$ cat src/rtl/sar_host_pkg.sv
package sar_host_pkg;

    typedef enum logic [2:0] {
        ST_IDLE,
        ST_CONV,
        ST_SETUP,
        ST_RDLO,
        ST_RDHI
    } seq_state_t;

    function automatic int ceil_div(input int num, input int den);
        return (num + den - 1) / den;
    endfunction

    function automatic int max3(input int a, input int b, input int c);
        int m;
        m = (a > b) ? a : b;
        return (m > c) ? m : c;
    endfunction

endpackage

$ cat src/rtl/sar_frame_timer.sv
module sar_frame_timer #(
    parameter int HALF_CYC    = 3,
    parameter int FRAME_CCLKS = 20
) (
    input  logic clk,
    input  logic rst,
    output logic cclk_o,
    output logic frame_wrap_o
);
    localparam int FRAME_CYC = FRAME_CCLKS * 2 * HALF_CYC;
    localparam int HW = (HALF_CYC > 1) ? $clog2(HALF_CYC) : 1;
    localparam int FW = $clog2(FRAME_CYC);

    typedef struct packed {
        logic [HW-1:0] hc;
        logic          cclk;
        logic [FW-1:0] fr;
    } tmr_t;

    tmr_t tmr_d, tmr_q;

    always_comb begin
        tmr_d = tmr_q;
        if (tmr_q.hc == HW'(HALF_CYC - 1)) begin
            tmr_d.hc   = '0;
            tmr_d.cclk = ~tmr_q.cclk;
        end else begin
            tmr_d.hc = tmr_q.hc + 1'b1;
        end
        if (tmr_q.fr == FW'(FRAME_CYC - 1)) tmr_d.fr = '0;
        else                                tmr_d.fr = tmr_q.fr + 1'b1;
    end

    always_ff @(posedge clk) begin
        if (rst) tmr_q <= '0;
        else     tmr_q <= tmr_d;
    end

    assign cclk_o       = tmr_q.cclk;
    assign frame_wrap_o = (tmr_q.fr == FW'(FRAME_CYC - 1));

    // the frame ends on the high half of the conversion clock
    AST_WRAP_IN_HIGH: assert property (@(posedge clk) disable iff (rst)
        frame_wrap_o |-> cclk_o) else $error("wrap outside high phase");

endmodule

$ cat src/rtl/sar_read_seq.sv
module sar_read_seq
    import sar_host_pkg::*;
#(
    parameter int DW        = 16,
    parameter int START_CYC = 1,
    parameter int RDLO_CYC  = 3,
    parameter int RDHI_CYC  = 1
) (
    input  logic          clk,
    input  logic          rst,
    input  logic          frame_wrap_i,
    input  logic          split_i,
    input  logic          busy_i,
    input  logic [DW-1:0] db_i,
    output logic          start_n_o,
    output logic          cs_n_o,
    output logic          rd_n_o,
    output logic          hilo_o,
    output logic          valid_o,
    output logic [DW-1:0] data_o,
    output logic          ovr_o
);
    localparam int HB = DW / 2;
    localparam int CW = $clog2(max3(START_CYC, RDLO_CYC, RDHI_CYC) + 1);

    typedef struct packed {
        seq_state_t    st;
        logic [CW-1:0] cnt;
        logic          seen;
        logic          split;
        logic          upper;
        logic          start_n;
        logic          cs_n;
        logic          rd_n;
        logic          hilo;
        logic          valid;
        logic [DW-1:0] asm_w;
        logic [DW-1:0] data;
        logic          ovr;
    } seq_t;

    seq_t s_d, s_q;

    always_comb begin
        s_d       = s_q;
        s_d.valid = 1'b0;
        if (frame_wrap_i && s_q.st != ST_IDLE) s_d.ovr = 1'b1;
        unique case (s_q.st)
            ST_IDLE: begin
                if (frame_wrap_i) begin
                    s_d.st      = ST_CONV;
                    s_d.start_n = 1'b0;
                    s_d.cs_n    = 1'b0;
                    s_d.cnt     = CW'(START_CYC - 1);
                    s_d.seen    = 1'b0;
                end
            end
            ST_CONV: begin
                if (!s_q.start_n) begin
                    if (s_q.cnt == '0) s_d.start_n = 1'b1;
                    else               s_d.cnt     = s_q.cnt - 1'b1;
                end
                if (busy_i) s_d.seen = 1'b1;
                if (s_q.seen && !busy_i && s_q.start_n) begin
                    s_d.st    = ST_SETUP;
                    s_d.split = split_i;
                    s_d.upper = 1'b1;
                    s_d.hilo  = 1'b0;
                end
            end
            ST_SETUP: begin
                s_d.st   = ST_RDLO;
                s_d.rd_n = 1'b0;
                s_d.cnt  = CW'(RDLO_CYC - 1);
            end
            ST_RDLO: begin
                if (s_q.cnt == '0) begin
                    if (!s_q.split)    s_d.asm_w           = db_i;
                    else if (s_q.upper) s_d.asm_w[DW-1:HB] = db_i[HB-1:0];
                    else               s_d.asm_w[HB-1:0]   = db_i[HB-1:0];
                    s_d.rd_n = 1'b1;
                    s_d.st   = ST_RDHI;
                    s_d.cnt  = CW'(RDHI_CYC - 1);
                    if (s_q.split && s_q.upper) s_d.hilo = 1'b1;
                end else begin
                    s_d.cnt = s_q.cnt - 1'b1;
                end
            end
            ST_RDHI: begin
                if (s_q.cnt == '0) begin
                    if (s_q.split && s_q.upper) begin
                        s_d.upper = 1'b0;
                        s_d.st    = ST_RDLO;
                        s_d.rd_n  = 1'b0;
                        s_d.cnt   = CW'(RDLO_CYC - 1);
                    end else begin
                        s_d.st    = ST_IDLE;
                        s_d.cs_n  = 1'b1;
                        s_d.hilo  = 1'b0;
                        s_d.valid = 1'b1;
                        s_d.data  = s_q.asm_w;
                    end
                end else begin
                    s_d.cnt = s_q.cnt - 1'b1;
                end
            end
            default: s_d.st = ST_IDLE;
        endcase
    end

    always_ff @(posedge clk) begin
        if (rst) begin
            s_q         <= '0;
            s_q.st      <= ST_IDLE;
            s_q.start_n <= 1'b1;
            s_q.cs_n    <= 1'b1;
            s_q.rd_n    <= 1'b1;
        end else begin
            s_q <= s_d;
        end
    end

    assign start_n_o = s_q.start_n;
    assign cs_n_o    = s_q.cs_n;
    assign rd_n_o    = s_q.rd_n;
    assign hilo_o    = s_q.hilo;
    assign valid_o   = s_q.valid;
    assign data_o    = s_q.data;
    assign ovr_o     = s_q.ovr;

    AST_RD_UNDER_CS: assert property (@(posedge clk) disable iff (rst)
        (!rd_n_o || !start_n_o) |-> !cs_n_o) else $error("strobe without select");
    AST_RD_AFTER_BUSY: assert property (@(posedge clk) disable iff (rst)
        $fell(rd_n_o) |-> !busy_i) else $error("read while busy");
    AST_HILO_HELD: assert property (@(posedge clk) disable iff (rst)
        (!rd_n_o && !$past(rd_n_o)) |-> $stable(hilo_o)) else $error("half select moved");
    AST_VALID_PULSE: assert property (@(posedge clk) disable iff (rst)
        valid_o |=> !valid_o) else $error("valid longer than one cycle");
    AST_OVR_STICKY: assert property (@(posedge clk) disable iff (rst)
        ovr_o |=> ovr_o) else $error("overrun cleared");

endmodule

$ cat src/rtl/sar_adc_host.sv
module sar_adc_host
    import sar_host_pkg::*;
#(
    parameter int SYS_MHZ     = 50,
    parameter int CCLK_MHZ    = 10,
    parameter int FRAME_CCLKS = 20,
    parameter int RDLO_NS     = 50,
    parameter int RDHI_NS     = 20,
    parameter int START_NS    = 20,
    parameter int DW          = 16
) (
    input  logic          clk,
    input  logic          rst,
    input  logic          split_read,
    input  logic          adc_busy,
    input  logic [DW-1:0] adc_db,
    output logic          adc_cclk,
    output logic          adc_start_n,
    output logic          adc_cs_n,
    output logic          adc_rd_n,
    output logic          adc_hilo,
    output logic          smp_valid,
    output logic [DW-1:0] smp_data,
    output logic          overrun
);
    localparam int HALF_CYC  = ceil_div(SYS_MHZ, 2 * CCLK_MHZ);
    localparam int RDLO_CYC  = ceil_div(RDLO_NS * SYS_MHZ, 1000);
    localparam int RDHI_CYC  = ceil_div(RDHI_NS * SYS_MHZ, 1000);
    localparam int START_CYC = ceil_div(START_NS * SYS_MHZ, 1000);

    logic frame_wrap;

    sar_frame_timer #(
        .HALF_CYC   (HALF_CYC),
        .FRAME_CCLKS(FRAME_CCLKS)
    ) u_timer (
        .clk         (clk),
        .rst         (rst),
        .cclk_o      (adc_cclk),
        .frame_wrap_o(frame_wrap)
    );

    sar_read_seq #(
        .DW       (DW),
        .START_CYC(START_CYC),
        .RDLO_CYC (RDLO_CYC),
        .RDHI_CYC (RDHI_CYC)
    ) u_seq (
        .clk         (clk),
        .rst         (rst),
        .frame_wrap_i(frame_wrap),
        .split_i     (split_read),
        .busy_i      (adc_busy),
        .db_i        (adc_db),
        .start_n_o   (adc_start_n),
        .cs_n_o      (adc_cs_n),
        .rd_n_o      (adc_rd_n),
        .hilo_o      (adc_hilo),
        .valid_o     (smp_valid),
        .data_o      (smp_data),
        .ovr_o       (overrun)
    );

    AST_START_LOW_PHASE: assert property (@(posedge clk) disable iff (rst)
        $fell(adc_start_n) |-> !adc_cclk) else $error("start outside low phase");

endmodule

$ cat config.mk
export PLATFORM = sky130hd
export DESIGN_NAME = sar_adc_host
export DESIGN_NICKNAME = d
export VERILOG_FILES = /design/src/rtl/sar_host_pkg.sv /design/src/rtl/sar_frame_timer.sv /design/src/rtl/sar_read_seq.sv /design/src/rtl/sar_adc_host.sv
export SDC_FILE = /design/constraint.sdc
export NUM_CORES = 1
export LEC_CHECK = 0
export CAP_MARGIN = 20
export CORE_AREA = 2 2 119 63
export DETAILED_ROUTE_END_ITERATION = 16
export DIE_AREA = 0 0 121 65
export SLEW_MARGIN = 10
export SYNTH_ARGS = -nofsm -noshare
export SYNTH_HDL_FRONTEND = slang
export SYNTH_HIERARCHICAL = 1
export SYNTH_SLANG_ARGS = --single-unit
$ cat constraint.sdc
create_clock -name clk -period 2 [get_ports clk]
set_input_delay 0.4 -clock clk [delete_from_list [all_inputs] [get_ports clk]]
set_output_delay 0.4 -clock clk [all_outputs]
set_load 0.1 [all_outputs]
==> results of run 1 <==
what timing repair did:
| item | CTS | global route |
|---|---|---|
| endpoints found under the setup margin | 0 | 4 |
| buffers inserted | 0 | 1 |
| endpoints found under the hold margin | 0 | 0 |
| gates resized for setup | 0 | 1 |
where the power goes:
group	internal, uW	switching (uW)
logic	166	203
registers	1150	52.3
clock network	468	407
cell usage in the layout (no fill, tap or decap), types with 3 or more instances in the layout:
cell type	n
nor2_1	22
or3_1	3
a211oi_1	9
ha_1	6
clkbuf_16	5
a21oi_1	37
inv_1	7
nand3_1	10
buf_4	31
mux2i_1	8
nor3_1	5
clkdlybuf4s50_1	18
o21ai_0	5
dfxtp_1	56
nand2_1	49
state kept, by name, summed over array words and instances (netlist names):
name	count
u_seq/s_q	24
u_seq/data_o	16
u_timer/tmr_q	9
u_seq/cs_n_o	1
u_seq/hilo_o	1
u_seq/ovr_o	1
u_seq/rd_n_o	1
u_seq/start_n_o	1
u_seq/valid_o	1
u_timer/cclk_o	1
metrics by stage:
step                      std cells  hold WS [ns]  setup slack, ns
after floorplan                 294         0.394            0.209
after global placement          407         0.405            0.204
after detailed placement        407         0.413            0.139
after CTS                       415         0.423           0.0865
after global routing            416         0.435           0.0115
final                           416         0.419            0.147
worst max-delay path by stage:
| stage | startpoint | to | slack, ns | depth (start not counted) |
|---|---|---|---|---|
| after detailed placement | u_seq/s_q[41] | u_seq/s_q[42] | 0.14 | 6 |
| after floorplan | u_seq/start_n_o | u_seq/s_q[43] | 0.21 | 4 |
| final | u_seq/s_q[41] | u_seq/s_q[42] | 0.15 | 6 |
| after global placement | u_seq/s_q[41] | u_seq/s_q[42] | 0.20 | 6 |
| after CTS | u_seq/s_q[41] | u_seq/s_q[42] | 0.09 | 6 |
| after global routing | u_seq/s_q[41] | u_seq/data_o[0] | 0.01 | 7 |
cell type report:
type	count	area [um^2]	area share
clock inverter	2	16.3	0.00535
multi-input combinational	197	1170	0.385
clock buffer	6	129	0.0424
inverter	7	26.3	0.00865
tap	96	120	0.0395
sequential	56	1120	0.369
timing repair buffer	52	458	0.151
metal layers:
layer	track usage	wire length (um)	vias to the layer above
li1	-	-	1047
met1	0.246	3430	902
met2	0.190	1980	46
met3	0.0475	284	0
met4	0.0262	0	0
met5	0	0	-
logic make-up (layout without fill, tap and decap cells):
logic type / after synthesis / count (layout)
AO/OA/AOI/OAI: 69 / 69
XOR/XNOR: 4 / 4
adder cells (fa/ha/maj): 6 / 6
buffers and inverters: 41 / 67
flip-flops: 56 / 56
multiplexers: 9 / 9
AND/OR/NAND/NOR: 109 / 109
==> impl_results.md, run 1 <==
* Setup-failing EPs final at 0
* Setup TNS at 0 ns
* Pwr Total at 2450 uW
* Gpl congestion at 0.880
* Final-layout fill cell count at 689
* Critical path data arrival time at 2.04 ns
* Vias in the first global route at 1,843
* Cell Area, Synth at 2530 um^2
* WP buf/inv at 1
* Synth area leaders: dfxtp_1 (44%), a21oi_1 (7.3%), nand2_1 (7.3%)
* Crit path launch type: flip-flop
* #FFs+latches synth at 56
* First-pass GRT wire length at 9330 um
* Clock latency on the worst-skew pair at 0.30 ns
* Yosys top cell by area: dfxtp_1
* CP Cell Sequence: inv_1, ha_1, a21boi_1, o31ai_2, a21oi_1, a311oi_1
* I/O pin cnt at 43
* Slew Viols, Final at 0
* Worst EP required at 2.19 ns
* Cell row count at 22
* Top Family by Delay on Critical Path: compound AO/OA/AOI/OAI gates
* RSZ-0062 raised after global routing: false
* Clk sink count at 56
* Die width at 121 um
* Htree depth at 2
* EDFF count, synth at 0
* Unique masters post-synth at 50
* Initial antenna violation count at 0
* Reg-to-reg setup timing slack at 0.15 ns
* CTS Root Cell: clkbuf_16
* Global-route usage over all layers at 0.153
* Post-Synth XOR/XNOR Area at 0.0138
* Hold buffer count at cts at 0
* Area grow syn2layout at 20.1%
* Starting DRC count in detailed routing at 148
* Initial Util at 0.363
* Final instance area at 3040 um^2
* DRC at 0
* Crit path kind: flip-flop to flip-flop
* Max_cap viols at 0
* Critical Path End Type: flip-flop
* Worst-Margin Slew at 0.593 ns
* Synth Area in Simple Gates at 0.211
* Ratio of cells with drive above 1 in the final layout at 0.153
* Hold_sp: u_timer/tmr_q[8]
* Rel. slew slack at 0.604
* Final Util at 0.436
* Crit path time final at 1.85 ns
* Die area at 7870 um^2
* Worst VDD drop at 0.000326 V
* WHS Path Cells at 1
* HPWL Detailed at 4160 um
* Leakage power at 0.00105 uW
* DR pass1 iterations at 4
* Fraction of registers with async set/reset at 0
* Top cell type's share of synthesized area at 0.443
* Reg2reg path depth at 6
* Delay of the slowest critical-path stage at 0.37 ns
* RR Endpoint: u_seq/s_q[42]
* Vias per inst at 4.80
* Crit path max-delay cell type: dfxtp_1
* Mean routed wirelength per cell at 13.7 um
* Core Box Area at 6960 um^2
* Ys flop type: dfxtp_1
* Vias post-DR at 1,995
* Sequential share of the synthesized area at 0.443
* Peak Freq at 540 MHz
* Post-Synthesis Cells at 294
* CTS tree: done
* Post-Syn Nets at 320
* TritonCTS buffer count at 5
* Crit Path Max Fanout at 11
* Final net count at 345
* Post-synth top cells: dfxtp_1 (56), nand2_1 (49), a21oi_1 (37)
* Synth Area in Compound Gates at 0.170
* Synth Area in Adders at 0.0297
* Largest net degree at the start of global routing at 33
* PD cells at 806 nW/um^2
* Status: finished clean
* Most frequent cell after synthesis: dfxtp_1
* Mux cell area share after synthesis at 0.0361
* Worst Hold Class: flip-flop to flip-flop
* Final period utilization at 0.926
* Largest family of logic cells by synthesized area: simple AND/OR/NAND/NOR gates
* Area post-placement at 2870 um^2
* Gr ovfl total at 0
* Final WL at 5690 um
* ANT cells at 0
* Syn_area_per_cell at 8.61 um^2
* ANT nets after route at 0
* CTS Buffer Depth at 2
* Hold Fails Final Rpt at 0
* Hold Path Sink: u_timer/tmr_q[8]
* Worst R2R Start: u_seq/s_q[41]
* CTS clk-pin slew, worst paths at 0.07 ns
* Yosys warns at 6
* Port Buffers at 42
* Clock Skew at 0.00804 ns
* Die Y at 65 um
Power figures use the tool's default switching activity.
==> run 2: changes to the inputs <==
--- a/config.mk
+++ b/config.mk
@@ -6,9 +6,9 @@
 export NUM_CORES = 1
 export LEC_CHECK = 0
 export CAP_MARGIN = 20
-export CORE_AREA = 2 2 119 63
+export CORE_AREA = 2 2 146 77
 export DETAILED_ROUTE_END_ITERATION = 16
-export DIE_AREA = 0 0 121 65
+export DIE_AREA = 0 0 148 79
 export SLEW_MARGIN = 10
 export SYNTH_ARGS = -nofsm -noshare
 export SYNTH_HDL_FRONTEND = slang
==> impl_results.md, run 2 (synthesis gave the netlist of run 1 again) <==
* Setup TNS at 0 ns (unchanged)
* Gpl congestion at 0.821 (was 0.880)
* Final period utilization at 0.922 (was 0.926)
* Vias post-DR at 2,057 (was 1,995)
* Post-CTS setup repair buffer count at 0 (unchanged)
* Slew Viols, Final at 0 (unchanged)
* Global-route usage over all layers at 0.107 (was 0.153)
* Setup-failing EPs final at 0 (unchanged)
* Hold Fails Final Rpt at 0 (unchanged)
* Worst EP required at 2.18 ns (was 2.19 ns)
* Vias per inst at 4.40 (was 4.80)
* PostCTS Resize Cnt at 0 (unchanged)
* Clock Skew at 0.00739 ns (was 0.00804 ns)
* Top reg by flops: u_seq/s_q (unchanged)
* Ratio of cells with drive above 1 in the final layout at 0.164 (was 0.153)
* Worst VDD drop at 0.000282 V (was 0.000326 V)
* Commonest non-fill, non-tap cell in the layout: dfxtp_1 (unchanged)
* HPWL Detailed at 4580 um (was 4160 um)
* CTS Buffer Depth at 2 (unchanged)
* Die width at 148 um (was 121 um)
* Final WL at 6040 um (was 5690 um)
* Clk sink count at 56 (unchanged)
* Reg2reg path depth at 6 (unchanged)
* Final net count at 348 (was 345)
* Worst setup endpoint: u_seq/s_q[43] (was u_seq/s_q[42])
* Gr ovfl total at 0 (unchanged)
* Critical path data arrival time at 2.02 ns (was 2.04 ns)
* DR pass1 iterations at 4 (unchanged)
* DRC at 0 (unchanged)
* WP buf/inv at 0 (was 1)
* Peak Freq at 542 MHz (was 540 MHz)
* Worst Hold Class: flip-flop to flip-flop (unchanged)
* RR Endpoint: u_seq/s_q[43] (was u_seq/s_q[42])
* Die area at 11,700 um^2 (was 7870 um^2)
* Max_cap viols at 0 (unchanged)
* Leakage power at 0.00107 uW (was 0.00105 uW)
* CP Cell Sequence: ha_1, nand4b_1, nor2_1, or4_1, nand4_1, mux2_2 (was inv_1, ha_1, a21boi_1, o31ai_2, a21oi_1, a311oi_1)
* Crit path max-delay cell type: or4_1 (was dfxtp_1)
* Htree depth at 2 (unchanged)
* Crit path kind: flip-flop to flip-flop (unchanged)
* Starting DRC count in detailed routing at 163 (was 148)
* TritonCTS buffer count at 5 (unchanged)
* Worst-Margin Slew at 0.611 ns (was 0.593 ns)
* Largest register FFs at 24 (unchanged)
* Top Family by Delay on Critical Path: simple AND/OR/NAND/NOR gates (was compound AO/OA/AOI/OAI gates)
* CTS tree: done (unchanged)
* ANT cells at 0 (unchanged)
* Status: finished clean (unchanged)
* RSZ-0062 raised after global routing: false (unchanged)
* Die Y at 79 um (was 65 um)
* Area grow syn2layout at 23.9% (was 20.1%)
* Worst R2R Start: u_timer/tmr_q[0] (was u_seq/s_q[41])
* Crit Path Max Fanout at 4 (was 11)
* Critical Path End Type: flip-flop (unchanged)
* Reg-to-reg setup timing slack at 0.16 ns (was 0.15 ns)
* ANT nets after route at 0 (unchanged)
* Most frequent cells in the layout: dfxtp_1 (55), nand2_1 (49), a21oi_1 (37) (was dfxtp_1 (56), nand2_1 (49), a21oi_1 (37))
* Critical path depth in cells at 6 (unchanged)
* Crit. Startpoint: u_timer/tmr_q[0] (was u_seq/s_q[41])
* Clock latency on the worst-skew pair at 0.29 ns (was 0.30 ns)
* Initial antenna violation count at 0 (unchanged)
* Hold buffer count at cts at 0 (unchanged)
* CTS Root Cell: clkbuf_16 (unchanged)
* PD cells at 828 nW/um^2 (was 806 nW/um^2)
* Pwr Total at 2600 uW (was 2450 uW)
* Mean routed wirelength per cell at 12.9 um (was 13.7 um)
* Port Buffers at 42 (unchanged)
* Crit path launch type: flip-flop (unchanged)
* Final-layout fill cell count at 1,123 (was 689)
* I/O pin cnt at 43 (unchanged)
* Vias in the first global route at 1,862 (was 1,843)
* Crit path time final at 1.84 ns (was 1.85 ns)
* Rel. slew slack at 0.592 (was 0.604)
* Largest net degree at the start of global routing at 22 (was 33)
* Initial Util at 0.240 (was 0.363)
* Cell row count at 27 (was 22)
* Hold_ws at 0.426 ns (was 0.419 ns)
* CTS clk-pin slew, worst paths at 0.07 ns (about the same)
* First-pass GRT wire length at 9830 um (was 9330 um)
* Core Box Area at 10,500 um^2 (was 6960 um^2)
* Delay of the slowest critical-path stage at 0.43 ns (was 0.37 ns)
run 2: cell types whose count changed in the layout (fill, tap and decap cells not counted), sizes merged:
cell	before	now
inv	7	8
clkinv	1	0
buf	34	37
clkinvlp	1	0
bufinv	0	1
run 2: layout make-up:
type / count / area [um^2] / area share
multi-input combinational: 197 / 1170 / 0.373
sequential: 56 / 1120 / 0.358
timing repair buffer: 55 / 468 / 0.149
tap: 145 / 181 / 0.0579
clock buffer: 6 / 129 / 0.0411
clock inverter: 2 / 38.8 / 0.0124
inverter: 7 / 26.3 / 0.00838
run 2: layer usage:
metal,wire length [um],global-route usage,up-vias
met4,15,0.0143,0
met5,0,0,-
li1,-,-,1054
met3,407,0.0391,2
met1,3410,0.175,954
met2,2210,0.127,47
run 2: power by group:
group	leakage, uW	switching, uW	internal, uW
combinational	0.000540	210	172
sequential	0.000453	54.2	1150
clock	0.0000815	409	597
total	0.00107	674	1920
run 2: how the worst min path moves through the flow:
| stage | from | endpoint | cells past startpoint |
|---|---|---|---|
| after global routing | u_timer/tmr_q[8] | u_timer/tmr_q[8] | 1 |
| after detailed placement | u_timer/tmr_q[8] | u_timer/tmr_q[8] | 1 |
| final | u_timer/tmr_q[8] | u_timer/tmr_q[8] | 1 |
| after global placement | u_timer/tmr_q[8] | u_timer/tmr_q[8] | 1 |
| after floorplan | u_timer/tmr_q[8] | u_timer/tmr_q[8] | 1 |
| after CTS | u_timer/tmr_q[8] | u_timer/tmr_q[8] | 1 |
run 2: stage by stage:
stage	setup WS (ns)	area (um^2)	cells	utilization
finish	0.155	3130	468	0.297
global placement	0.247	2960	460	0.281
detailed placement	0.177	2960	460	0.281
floorplan	0.209	2530	294	-
global route	0.0212	3130	468	0.297
CTS	0.143	3130	468	0.297
run 2: worst register-to-register path, cell delays in order (launching register included):
cell and delay [ns]:
dfxtp_1 0.35, ha_1 0.24, nand4b_1 0.14, nor2_1 0.08, or4_1 0.43, nand4_1 0.14, mux2_2 0.35
